**src/rtl/cfgbank_pkg.sv**
```systemverilog
package cfgbank_pkg;
   // command bit offsets counted above the select field
   localparam int CMD_PROG_OFS  = 0;
   localparam int CMD_CLR_OFS   = 1;
   localparam int CMD_SWOFF_OFS = 2;
   localparam int CMD_EXTRA     = 3;
endpackage

```
**src/rtl/cfg_otp_store.sv**
```systemverilog
module cfg_otp_store #(
   parameter int NBYTES = 3,
   parameter int DW     = 8
) (
   input  logic                 clk,
   input  logic                 rst_n,
   input  logic                 prog_stb,
   input  logic [NBYTES*DW-1:0] wr_image,
   output logic [NBYTES*DW-1:0] rd_image
);
   localparam int TOTAL = NBYTES * DW;

   logic [TOTAL-1:0] mem_q;

   always_ff @(posedge clk or negedge rst_n) begin
      if (!rst_n)
         mem_q <= '0;
      else if (prog_stb)
         mem_q <= wr_image;
   end

   assign rd_image = mem_q;


   otp_hold_chk: assert property (@(posedge clk) disable iff (!rst_n)
      !prog_stb |=> $stable(mem_q));


   otp_load_chk: assert property (@(posedge clk) disable iff (!rst_n)
      prog_stb |=> (mem_q == $past(wr_image)));
endmodule

```
**src/rtl/cfg_cmd_reg.sv**
```systemverilog
module cfg_cmd_reg
   import cfgbank_pkg::*;
#(
   parameter int NBYTES = 3,
   parameter int DW     = 8
) (
   input  logic              clk,
   input  logic              rst_n,
   input  logic              fault_i,
   input  logic              wr_cmd,
   input  logic [DW-1:0]     wr_data,
   input  logic              locked,
   input  logic              vpp_i,
   input  logic              otp_busy_i,
   output logic [NBYTES-1:0] sel,
   output logic              prog_stb,
   output logic              swoff,
   output logic [DW-1:0]     cmd_rd
);
   localparam int PROG_BIT  = NBYTES + CMD_PROG_OFS;
   localparam int CLR_BIT   = NBYTES + CMD_CLR_OFS;
   localparam int SWOFF_BIT = NBYTES + CMD_SWOFF_OFS;

   logic [NBYTES-1:0] sel_q;
   logic              prog_q;
   logic              swoff_q;

   always_ff @(posedge clk or negedge rst_n) begin
      if (!rst_n) begin
         sel_q   <= '0;
         prog_q  <= 1'b0;
         swoff_q <= 1'b0;
      end else if (fault_i) begin
         sel_q   <= '0;
         prog_q  <= 1'b0;
         swoff_q <= 1'b0;
      end else begin
         if (prog_q && (!vpp_i || !otp_busy_i))
            prog_q <= 1'b0;
         if (wr_cmd) begin
            if (wr_data[CLR_BIT]) begin
               sel_q   <= '0;
               prog_q  <= 1'b0;
               swoff_q <= 1'b0;
            end else begin
               swoff_q <= wr_data[SWOFF_BIT];
               if (!locked) begin
                  sel_q <= wr_data[NBYTES-1:0];
                  if (wr_data[PROG_BIT] && vpp_i && !prog_q)
                     prog_q <= 1'b1;
               end
            end
         end
      end
   end

   assign prog_stb = prog_q && vpp_i && !otp_busy_i;
   assign sel      = sel_q;
   assign swoff    = swoff_q;

   always_comb begin
      cmd_rd            = '0;
      cmd_rd[NBYTES-1:0] = sel_q;
      cmd_rd[PROG_BIT]  = prog_q;
      cmd_rd[SWOFF_BIT] = swoff_q;
   end


   fault_clr_chk: assert property (@(posedge clk) disable iff (!rst_n)
      fault_i |=> (cmd_rd == '0));


   prog_needs_vpp_chk: assert property (@(posedge clk) disable iff (!rst_n)
      (!prog_q && !vpp_i) |=> !cmd_rd[PROG_BIT]);


   prog_wait_busy_chk: assert property (@(posedge clk) disable iff (!rst_n)
      (prog_q && vpp_i && otp_busy_i && !fault_i && !(wr_cmd && wr_data[CLR_BIT]))
      |=> cmd_rd[PROG_BIT]);


   soft_clr_chk: assert property (@(posedge clk) disable iff (!rst_n)
      (wr_cmd && wr_data[CLR_BIT]) |=> (cmd_rd == '0));


   lock_sel_chk: assert property (@(posedge clk) disable iff (!rst_n)
      (locked && !fault_i && !(wr_cmd && wr_data[CLR_BIT])) |=> $stable(sel));
endmodule

```
**src/rtl/cfg_sel_mux.sv**
```systemverilog
module cfg_sel_mux #(
   parameter int NBYTES = 3,
   parameter int DW     = 8
) (
   input  logic [NBYTES*DW-1:0] work,
   input  logic [NBYTES*DW-1:0] otp,
   input  logic [NBYTES-1:0]    sel,
   output logic [NBYTES*DW-1:0] cfg
);
   for (genvar g = 0; g < NBYTES; g++) begin : g_byte
      assign cfg[g*DW +: DW] = sel[g] ? work[g*DW +: DW] : otp[g*DW +: DW];
   end
endmodule

```
**src/rtl/cfg_shadow_bank.sv**
```systemverilog
module cfg_shadow_bank
   import cfgbank_pkg::*;
#(
   parameter int NBYTES   = 3,
   parameter int DW       = 8,
   parameter int AW       = 3,
   parameter int LOCK_BIT = 7,
   parameter bit LOCK_EN  = 1'b1
) (
   input  logic                 clk,
   input  logic                 rst_n,
   input  logic                 fault_i,
   input  logic                 wr_en,
   input  logic [AW-1:0]        wr_addr,
   input  logic [DW-1:0]        wr_data,
   input  logic                 rd_en,
   input  logic [AW-1:0]        rd_addr,
   output logic [DW-1:0]        rd_data,
   input  logic                 vpp_i,
   input  logic                 otp_busy_i,
   output logic [NBYTES*DW-1:0] cfg_o,
   output logic                 swoff_o
);
   localparam int TOTAL = NBYTES * DW;
   localparam logic [AW-1:0] CMD_ADDR = AW'(NBYTES);

   if (NBYTES + CMD_EXTRA > DW) begin : g_bad_width
      $error("command fields do not fit in one data byte");
   end
   if ((1 << AW) <= NBYTES) begin : g_bad_addr
      $error("address width cannot reach the command register");
   end
   if (LOCK_BIT >= DW) begin : g_bad_lock
      $error("lock bit outside byte 0");
   end

   logic [TOTAL-1:0]  work_q;
   logic [TOTAL-1:0]  otp_img;
   logic [NBYTES-1:0] sel;
   logic              prog_stb;
   logic              locked;
   logic [DW-1:0]     cmd_rd;
   logic [DW-1:0]     rd_mux;
   logic [DW-1:0]     rd_q;
   logic              wr_cmd;

   if (LOCK_EN) begin : g_lock
      assign locked = otp_img[LOCK_BIT];
   end else begin : g_nolock
      assign locked = 1'b0;
   end

   assign wr_cmd = wr_en && (wr_addr == CMD_ADDR);

   for (genvar g = 0; g < NBYTES; g++) begin : g_work
      always_ff @(posedge clk) begin
         if (wr_en && (wr_addr == AW'(g)) && !locked)
            work_q[g*DW +: DW] <= wr_data;
      end
   end

   cfg_cmd_reg #(.NBYTES(NBYTES), .DW(DW)) u_cmd (
      .clk        (clk),
      .rst_n      (rst_n),
      .fault_i    (fault_i),
      .wr_cmd     (wr_cmd),
      .wr_data    (wr_data),
      .locked     (locked),
      .vpp_i      (vpp_i),
      .otp_busy_i (otp_busy_i),
      .sel        (sel),
      .prog_stb   (prog_stb),
      .swoff      (swoff_o),
      .cmd_rd     (cmd_rd)
   );

   cfg_otp_store #(.NBYTES(NBYTES), .DW(DW)) u_otp (
      .clk      (clk),
      .rst_n    (rst_n),
      .prog_stb (prog_stb),
      .wr_image (work_q),
      .rd_image (otp_img)
   );

   cfg_sel_mux #(.NBYTES(NBYTES), .DW(DW)) u_mux (
      .work (work_q),
      .otp  (otp_img),
      .sel  (sel),
      .cfg  (cfg_o)
   );

   always_comb begin
      rd_mux = '0;
      for (int i = 0; i < NBYTES; i++) begin
         if (rd_addr == AW'(i))
            rd_mux = sel[i] ? work_q[i*DW +: DW] : otp_img[i*DW +: DW];
      end
      if (rd_addr == CMD_ADDR)
         rd_mux = cmd_rd;
   end

   always_ff @(posedge clk or negedge rst_n) begin
      if (!rst_n)
         rd_q <= '0;
      else if (rd_en)
         rd_q <= rd_mux;
   end

   assign rd_data = rd_q;


   high_addr_zero_chk: assert property (@(posedge clk) disable iff (!rst_n)
      (rd_en && (rd_addr > CMD_ADDR)) |=> (rd_data == '0));


   lock_work_chk: assert property (@(posedge clk) disable iff (!rst_n)
      locked |=> $stable(work_q));
endmodule

```
**config.mk**
```make
export PLATFORM = sky130hd
export DESIGN_NAME = cfg_shadow_bank
export DESIGN_NICKNAME = d
export VERILOG_FILES = /design/src/rtl/cfgbank_pkg.sv /design/src/rtl/cfg_otp_store.sv /design/src/rtl/cfg_cmd_reg.sv /design/src/rtl/cfg_sel_mux.sv /design/src/rtl/cfg_shadow_bank.sv
export SDC_FILE = /design/constraint.sdc
export NUM_CORES = 1
export LEC_CHECK = 0
export BUFFER_PORTS_ARGS = -buffer_cell sky130_fd_sc_hd__buf_2
export CORE_ASPECT_RATIO = 1.25
export CORE_MARGIN = 2
export CORE_UTILIZATION = 54
export CTS_CLUSTER_SIZE = 30
export DETAILED_ROUTE_END_ITERATION = 8
export HOLD_SLACK_MARGIN = 0.03
export PLACE_DENSITY = 0.81
export SLEW_MARGIN = 0
export SYNTH_ARGS = -nofsm -noshare
export SYNTH_HDL_FRONTEND = slang
export SYNTH_SLANG_ARGS = --single-unit
```
**constraint.sdc**
```tcl
create_clock -name clk -period 2.45 [get_ports clk]
set_input_delay 0.735 -clock clk [delete_from_list [all_inputs] [get_ports clk]]
set_output_delay 0.735 -clock clk [all_outputs]
set_load 0.05 [all_outputs]
```
Yosys cells after proc, flatten, opt, wreduce, memory -nomap -nowiden
Index checks and enable logic that the tools add are counted.

storage, ports and cells
  logic and storage cells = 56
  register bits after elaboration = 61
  output and inout bits = 33

cells by class
  equality and inequality tests = 7
  mux-type cells = 20
  reductions and logical operators = 21

operators by type and width
  operator                                                               count
  8-bit two-way mux                                                      7
  3-bit by 2-bit equality test with 1-bit output, second input constant  4
  1-bit logical AND                                                      12
  3-bit two-way mux                                                      4
  1-bit two-way mux                                                      9
  3-bit by 1-bit equality test with 1-bit output, second input constant  2
  3-bit logical NOT                                                      2
  1-bit logical NOT                                                      4
  3-bit inequality test, second input constant                           1
  2-bit AND reduction                                                    1
  2-bit nonzero test                                                     1
  1-bit logical OR                                                       1

Logic depth before layout (Yosys ltp)
  depth in word-level cells = 9
  gate-level depth with buffers = 4

Modules after synthesis
A second synthesis with hierarchy kept.

unflattened totals
  cell total of the unflattened synthesis = 245
  area, all modules = 3306.9 µm²

modules (own cells, without submodules)
  module           cells each  instances  area each (µm²)  seq. area each (µm²)
  cfg_shadow_bank  133         1          1600.3           920.9
  cfg_otp_store    51          1          997.2            600.6
  cfg_sel_mux      27          1          394.1            0.0
  cfg_cmd_reg      34          1          315.3            125.1

Worst setup path after synthesis
Ideal clock, no wire load.

  path kind = input to register
  from = input wr_addr[2]
  to = register work_q[10] (enable)
  buffers on the path = 0
  arrival = 1.919 ns
  library setup time = 0.385 ns
  slack = 0.146 ns
  cell stages on the path = 2
  cell sequence = or3b_2 > nor3b_1

between the ends
  cells in the longest elaborated chain, start to end = 3

ends and longest elaborated chain
  element                                         RTL line               text
  from (decl)                                     cfg_shadow_bank.sv:14  input logic [AW-1:0] wr_addr,
  3-bit by 1-bit equality test with 1-bit output  cfg_shadow_bank.sv:57  if (wr_en && (wr_addr == AW'(g)) && !locked)
  1-bit logical AND (2 in a row)                  cfg_shadow_bank.sv:57
  to (signal, indexed assignment)                 cfg_shadow_bank.sv:58  work_q[g*DW +: DW] <= wr_data;
  to (decl)                                       cfg_shadow_bank.sv:37  logic [TOTAL-1:0] work_q;

Every way passes these cells.
A chain may end at the register's enable or synchronous reset.

Worst setup path in the final report
  from = register u_cmd.sel_q[0] (netlist: u_cmd.sel[0])
  to = output cfg_o[3]

between the ends
  cells in the longest elaborated chain, start to end = 1

ends and longest elaborated chain
  element                 RTL line               text
  from (decl)             cfg_cmd_reg.sv:24      logic [NBYTES-1:0] sel_q;
  from (signal assigned)  cfg_cmd_reg.sv:48      sel_q <= wr_data[NBYTES-1:0];
  8-bit two-way mux       cfg_sel_mux.sv:11      assign cfg[g*DW +: DW] = sel[g] ? work[g*DW +: DW] : otp[g*DW +: DW];
  to (decl)               cfg_shadow_bank.sv:21  output logic [NBYTES*DW-1:0] cfg_o,

Every way passes these cells.

==> results.md <==
Timing:
- The number of max-slew violations in the final report is 0.
- Clock skew on the completed layout was measured at 0.00754 ns.
- Setup repair after global routing left no endpoint under its margin.
- The final count of hold timing violations is 0.
- Adding up every negative setup slack in the final design gives 0 ns.
- Static timing analysis puts the maximum clock frequency at 0.421 GHz.
- For the pin with the worst max-slew slack, the measured transition is 0.526 ns.
- The worst slew slack as a fraction of its limit is 64.9%.
- The clock period could shrink to 2.37 ns.
- The slack of the critical path is 0.0763 ns.
- Of the available clock period, the critical path in the final layout requires 96.9%.
- The final count of negative-setup-slack endpoints is 0.

Yosys:
- After synthesis, the netlist uses 31 different library cells.
- The area fraction in compound gates after synthesis is 5.21%.
- The synthesized netlist net count is 200.
- The yosys synthesis warning count is 0.
- By area the synthesized netlist is led by dfrtp_1 34%, edfxtp_1 27%, mux2_2 19%.
- The area share of and/or/nand/nor cells after synthesis is 7.31%.
- The register area share after synthesis is 61.3%.
- The number of cells produced by synthesis is 179.
- The cell area after synthesis is 2690 µm².
- A synthesized cell averages 15.0 µm².
- The synthesized design contains 61 register bits.
- The biggest area contributor in the post-synthesis netlist is dfrtp_1.
- Multiplexer cells account for 23.6% of the synthesized area.
- The largest family of logic cells by synthesized area is multiplexers.
- The parity-gate share of the synthesized area counting xor and xnor cells is 0%.
- The synthesized design devotes to its leading area cell type 34.5% of total area.
- The adder-cell share of the synthesized area is 0%.

Drt:
- In the routed design, unresolved DRC markers number 0.
- The number of vias in the routed layout is 1,784.
- The per-cell routed wire length is 18.8 µm.
- For this block, the routed nets add up to 5760 µm of wire.
- The initial DRC count is 73.
- The count of nets left with antenna violations once routing finished came out at 0.
- After detailed routing, the number of vias per cell comes to 5.81.
- The detailed-router iteration count before antenna repair is 4.

Floorplanning:
- The floorplan step set the die width to 67.1 µm.
- The height of the chip is 82.9 µm.
- The initial utilization of the core area, before any placement, comes to 56.4%.
- The initialized floorplan defines 28 standard-cell rows.
- The number of I/O pins is 54.
- The floorplan step defined a die boundary enclosing 5560 µm².
- The core footprint is 4760 µm².

Layout:
- The count of inserted antenna diode cells is 0.
- Cells with a size suffix above 1 make up 50.6% of the layout.
- The area added between synthesis and finish is 20.6%.
- In the final layout, the multi-input gates occupy 971 µm².
- Summing all flip-flop and latch instances after layout gives 1650 µm².
- The layout net count is 263.
- Fill cells in the final layout number 351.

Clocking:
- CTS saw 61 sinks.
- CTS built an H-tree with a depth of 3.
- The longest clock path from root to sink contains 2 buffers.
- The root buffer selected by CTS is clkbuf_8.
- The clock network latency to the later pin of the worst-skew pair is 0.33 ns.
- The TritonCTS clock tree is done.
- Buffers inserted to repair hold after CTS numbered 0.
- After clock tree synthesis, the repair step resized 0 gates.
- Buffers inserted during clock tree synthesis total 9.
- In this run the post-CTS setup repair buffer count came out at 0.
- After clock tree synthesis, the clock-pin slew on the worst setup and hold paths is 0.07 ns.

Run:
- Across the run, the number of max-cap violations was 0.

Pwr:
- VDD sags by at most 0.467 mV.
- Power spread over the standard cell area amounts to 727 nW/µm².
- The leakage power summed over all cells is 1.53 nW.

Global routing:
- The total track usage is 23.6%.
- In the global route stage, met3 resource usage came out at 6.23%.
- For met1 alone, demand over resource in global routing was 27.9%.
- In this run the most used layer during global routing was met2.
- The maximum number of pins on one net before global-route repair is 25.
- The via count of the first global-routing pass came to 1,842.
- The first global-routing pass estimated 9320 µm of wire.
- Global routing consumed, on the met2 layer, 38.3% of the routing resources.
- The total overflow reported by the global router is 0.
- The number of antenna violations at the first check in global routing is 0.

Placed design:
- The post-DP HPWL is 4190 µm.
- Buffers placed on the I/O ports in this run total 53.
- The pre-CTS setup slack is 0.320 ns.
- The global placer's final weighted congestion is 0.745.

Setup path:
- The biggest fanout along the worst timing path is 10.
- Counting both buffers and inverters, the worst setup path holds a total of 1.
- The kind of cell adding the most delay to the critical path is flip-flops.
- The signal on the critical path passes through mux2_2 > buf_2.
- The critical path is of the reg -> out type.
- The critical path startpoint category is a flop.
- At the worst endpoint, the arrival time is 1.64 ns.
- The slowest stage of the critical path is the dfrtp_1 cell.
- The required time of the critical path is 1.71 ns.
- The largest stage delay on the critical path is 0.67 ns.
- The worst setup path is captured at an output pin.

Outcome:
- The flow ran to the end, and the final reports show no timing, DRC or antenna violations.

Hold path:
- The worst hold path class is in -> async.
Yosys cell counts, drive strengths merged:
| cell type | count |
|---|---|
| and4bb | 1 |
| o221ai | 3 |
| nand2b | 2 |
| nand4b | 1 |
| a32oi | 1 |
| nand4 | 3 |
| mux2i | 6 |
| nor3b | 2 |
| edfxtp | 24 |
| o21ai | 6 |
| dfrtp | 37 |
| or3b | 1 |
| nand3b | 2 |
| o31ai | 1 |
| mux2 | 48 |
| a21oi | 4 |
| buf | 5 |
| o2111ai | 1 |
| nand3 | 5 |
| mux4 | 1 |
| and4b | 3 |
| clkbuf | 3 |
| nor2 | 2 |
| a222oi | 3 |
| nor3 | 1 |
| a22o | 1 |
| nor2b | 3 |
| inv | 4 |
| nand2 | 5 |
state kept, by name, indices dropped and copies added (netlist names):
| signal | cells |
|---|---|
| rd_data | 8 |
| u_otp.rd_image | 24 |
| u_cmd.sel | 3 |
| work_q | 24 |
| u_cmd.prog_q | 1 |
| u_cmd.swoff | 1 |
power breakdown:
group	leakage, nW	switching (mW)	total [mW]	internal [mW]
sequential	0.729	0.0223	1.12	1.10
clock	0.111	0.370	0.963	0.594
combinational	0.693	0.181	0.267	0.0852
total	1.53	0.574	2.35	1.78
layout make-up:
type	count	share of cell area, %
Clock buffer	11	4.36
Clock inverter	5	2.28
Inverter	4	0.463
Multi-Input combinational cell	106	30.0
Sequential cell	61	50.8
Tap cell	60	2.32
Timing Repair Buffer	60	9.81
layout by cell type, fill, tap and decap left out, drive strengths merged, types with 2 or more instances in the layout:
cell type / n
nand2: 5
mux2i: 6
nor2: 2
nor3b: 2
o21ai: 6
clkbuf: 11
edfxtp: 24
a21oi: 4
a222oi: 3
bufinv: 2
o221ai: 3
nand2b: 2
and4b: 3
nand3: 5
inv: 4
clkinv: 3
dfrtp: 37
nand3b: 2
nand4: 3
nor2b: 3
buf: 60
mux2: 48
cells by family (layout without fill, tap and decap cells):
family	Yosys count	count (layout)
buf+inv	12	80
compound gates	20	20
flops	61	61
mux	55	55
simple gates	31	31
metrics by stage:
step	hold WS (ns)	area [µm²]	total power [mW]	utilization, %	instances
after floorplan	0.439	2690	1.32	-	179
after global placement	0.481	3030	1.41	63.5	291
after detailed placement	0.492	3030	1.41	63.5	291
after CTS	0.333	3240	2.37	68.0	307
after global routing	0.343	3240	2.45	68.0	307
final	0.335	3240	2.35	68.0	307
layer usage:
| metal | vias up | part of all wire, % |
|---|---|---|
| met2 | 64 | 53 |
| met3 | 8 | 5.9 |
| met1 | 902 | 39 |
| li1 | 810 | - |
| met5 | - | 0 |
| met4 | 0 | 1.8 |
path summary, 6_finish.rpt:
kind	startpoint	endpoint	slack, ns	cells past startpoint
worst max-delay path	u_cmd.sel[0]	cfg_o[3]	0.08	2
worst min-delay path	rst_n	u_cmd.swoff	0.33	1
worst max register to register	u_cmd.sel[0]	rd_data[2]	0.66	3
worst min register to register	u_otp.rd_image[15]	u_otp.rd_image[15]	0.50	1
max in group asynchronous	rst_n	u_otp.rd_image[6]	1.60	2
min in group clk	u_otp.rd_image[15]	u_otp.rd_image[15]	0.50	1
(Power assumes the default switching activity.)
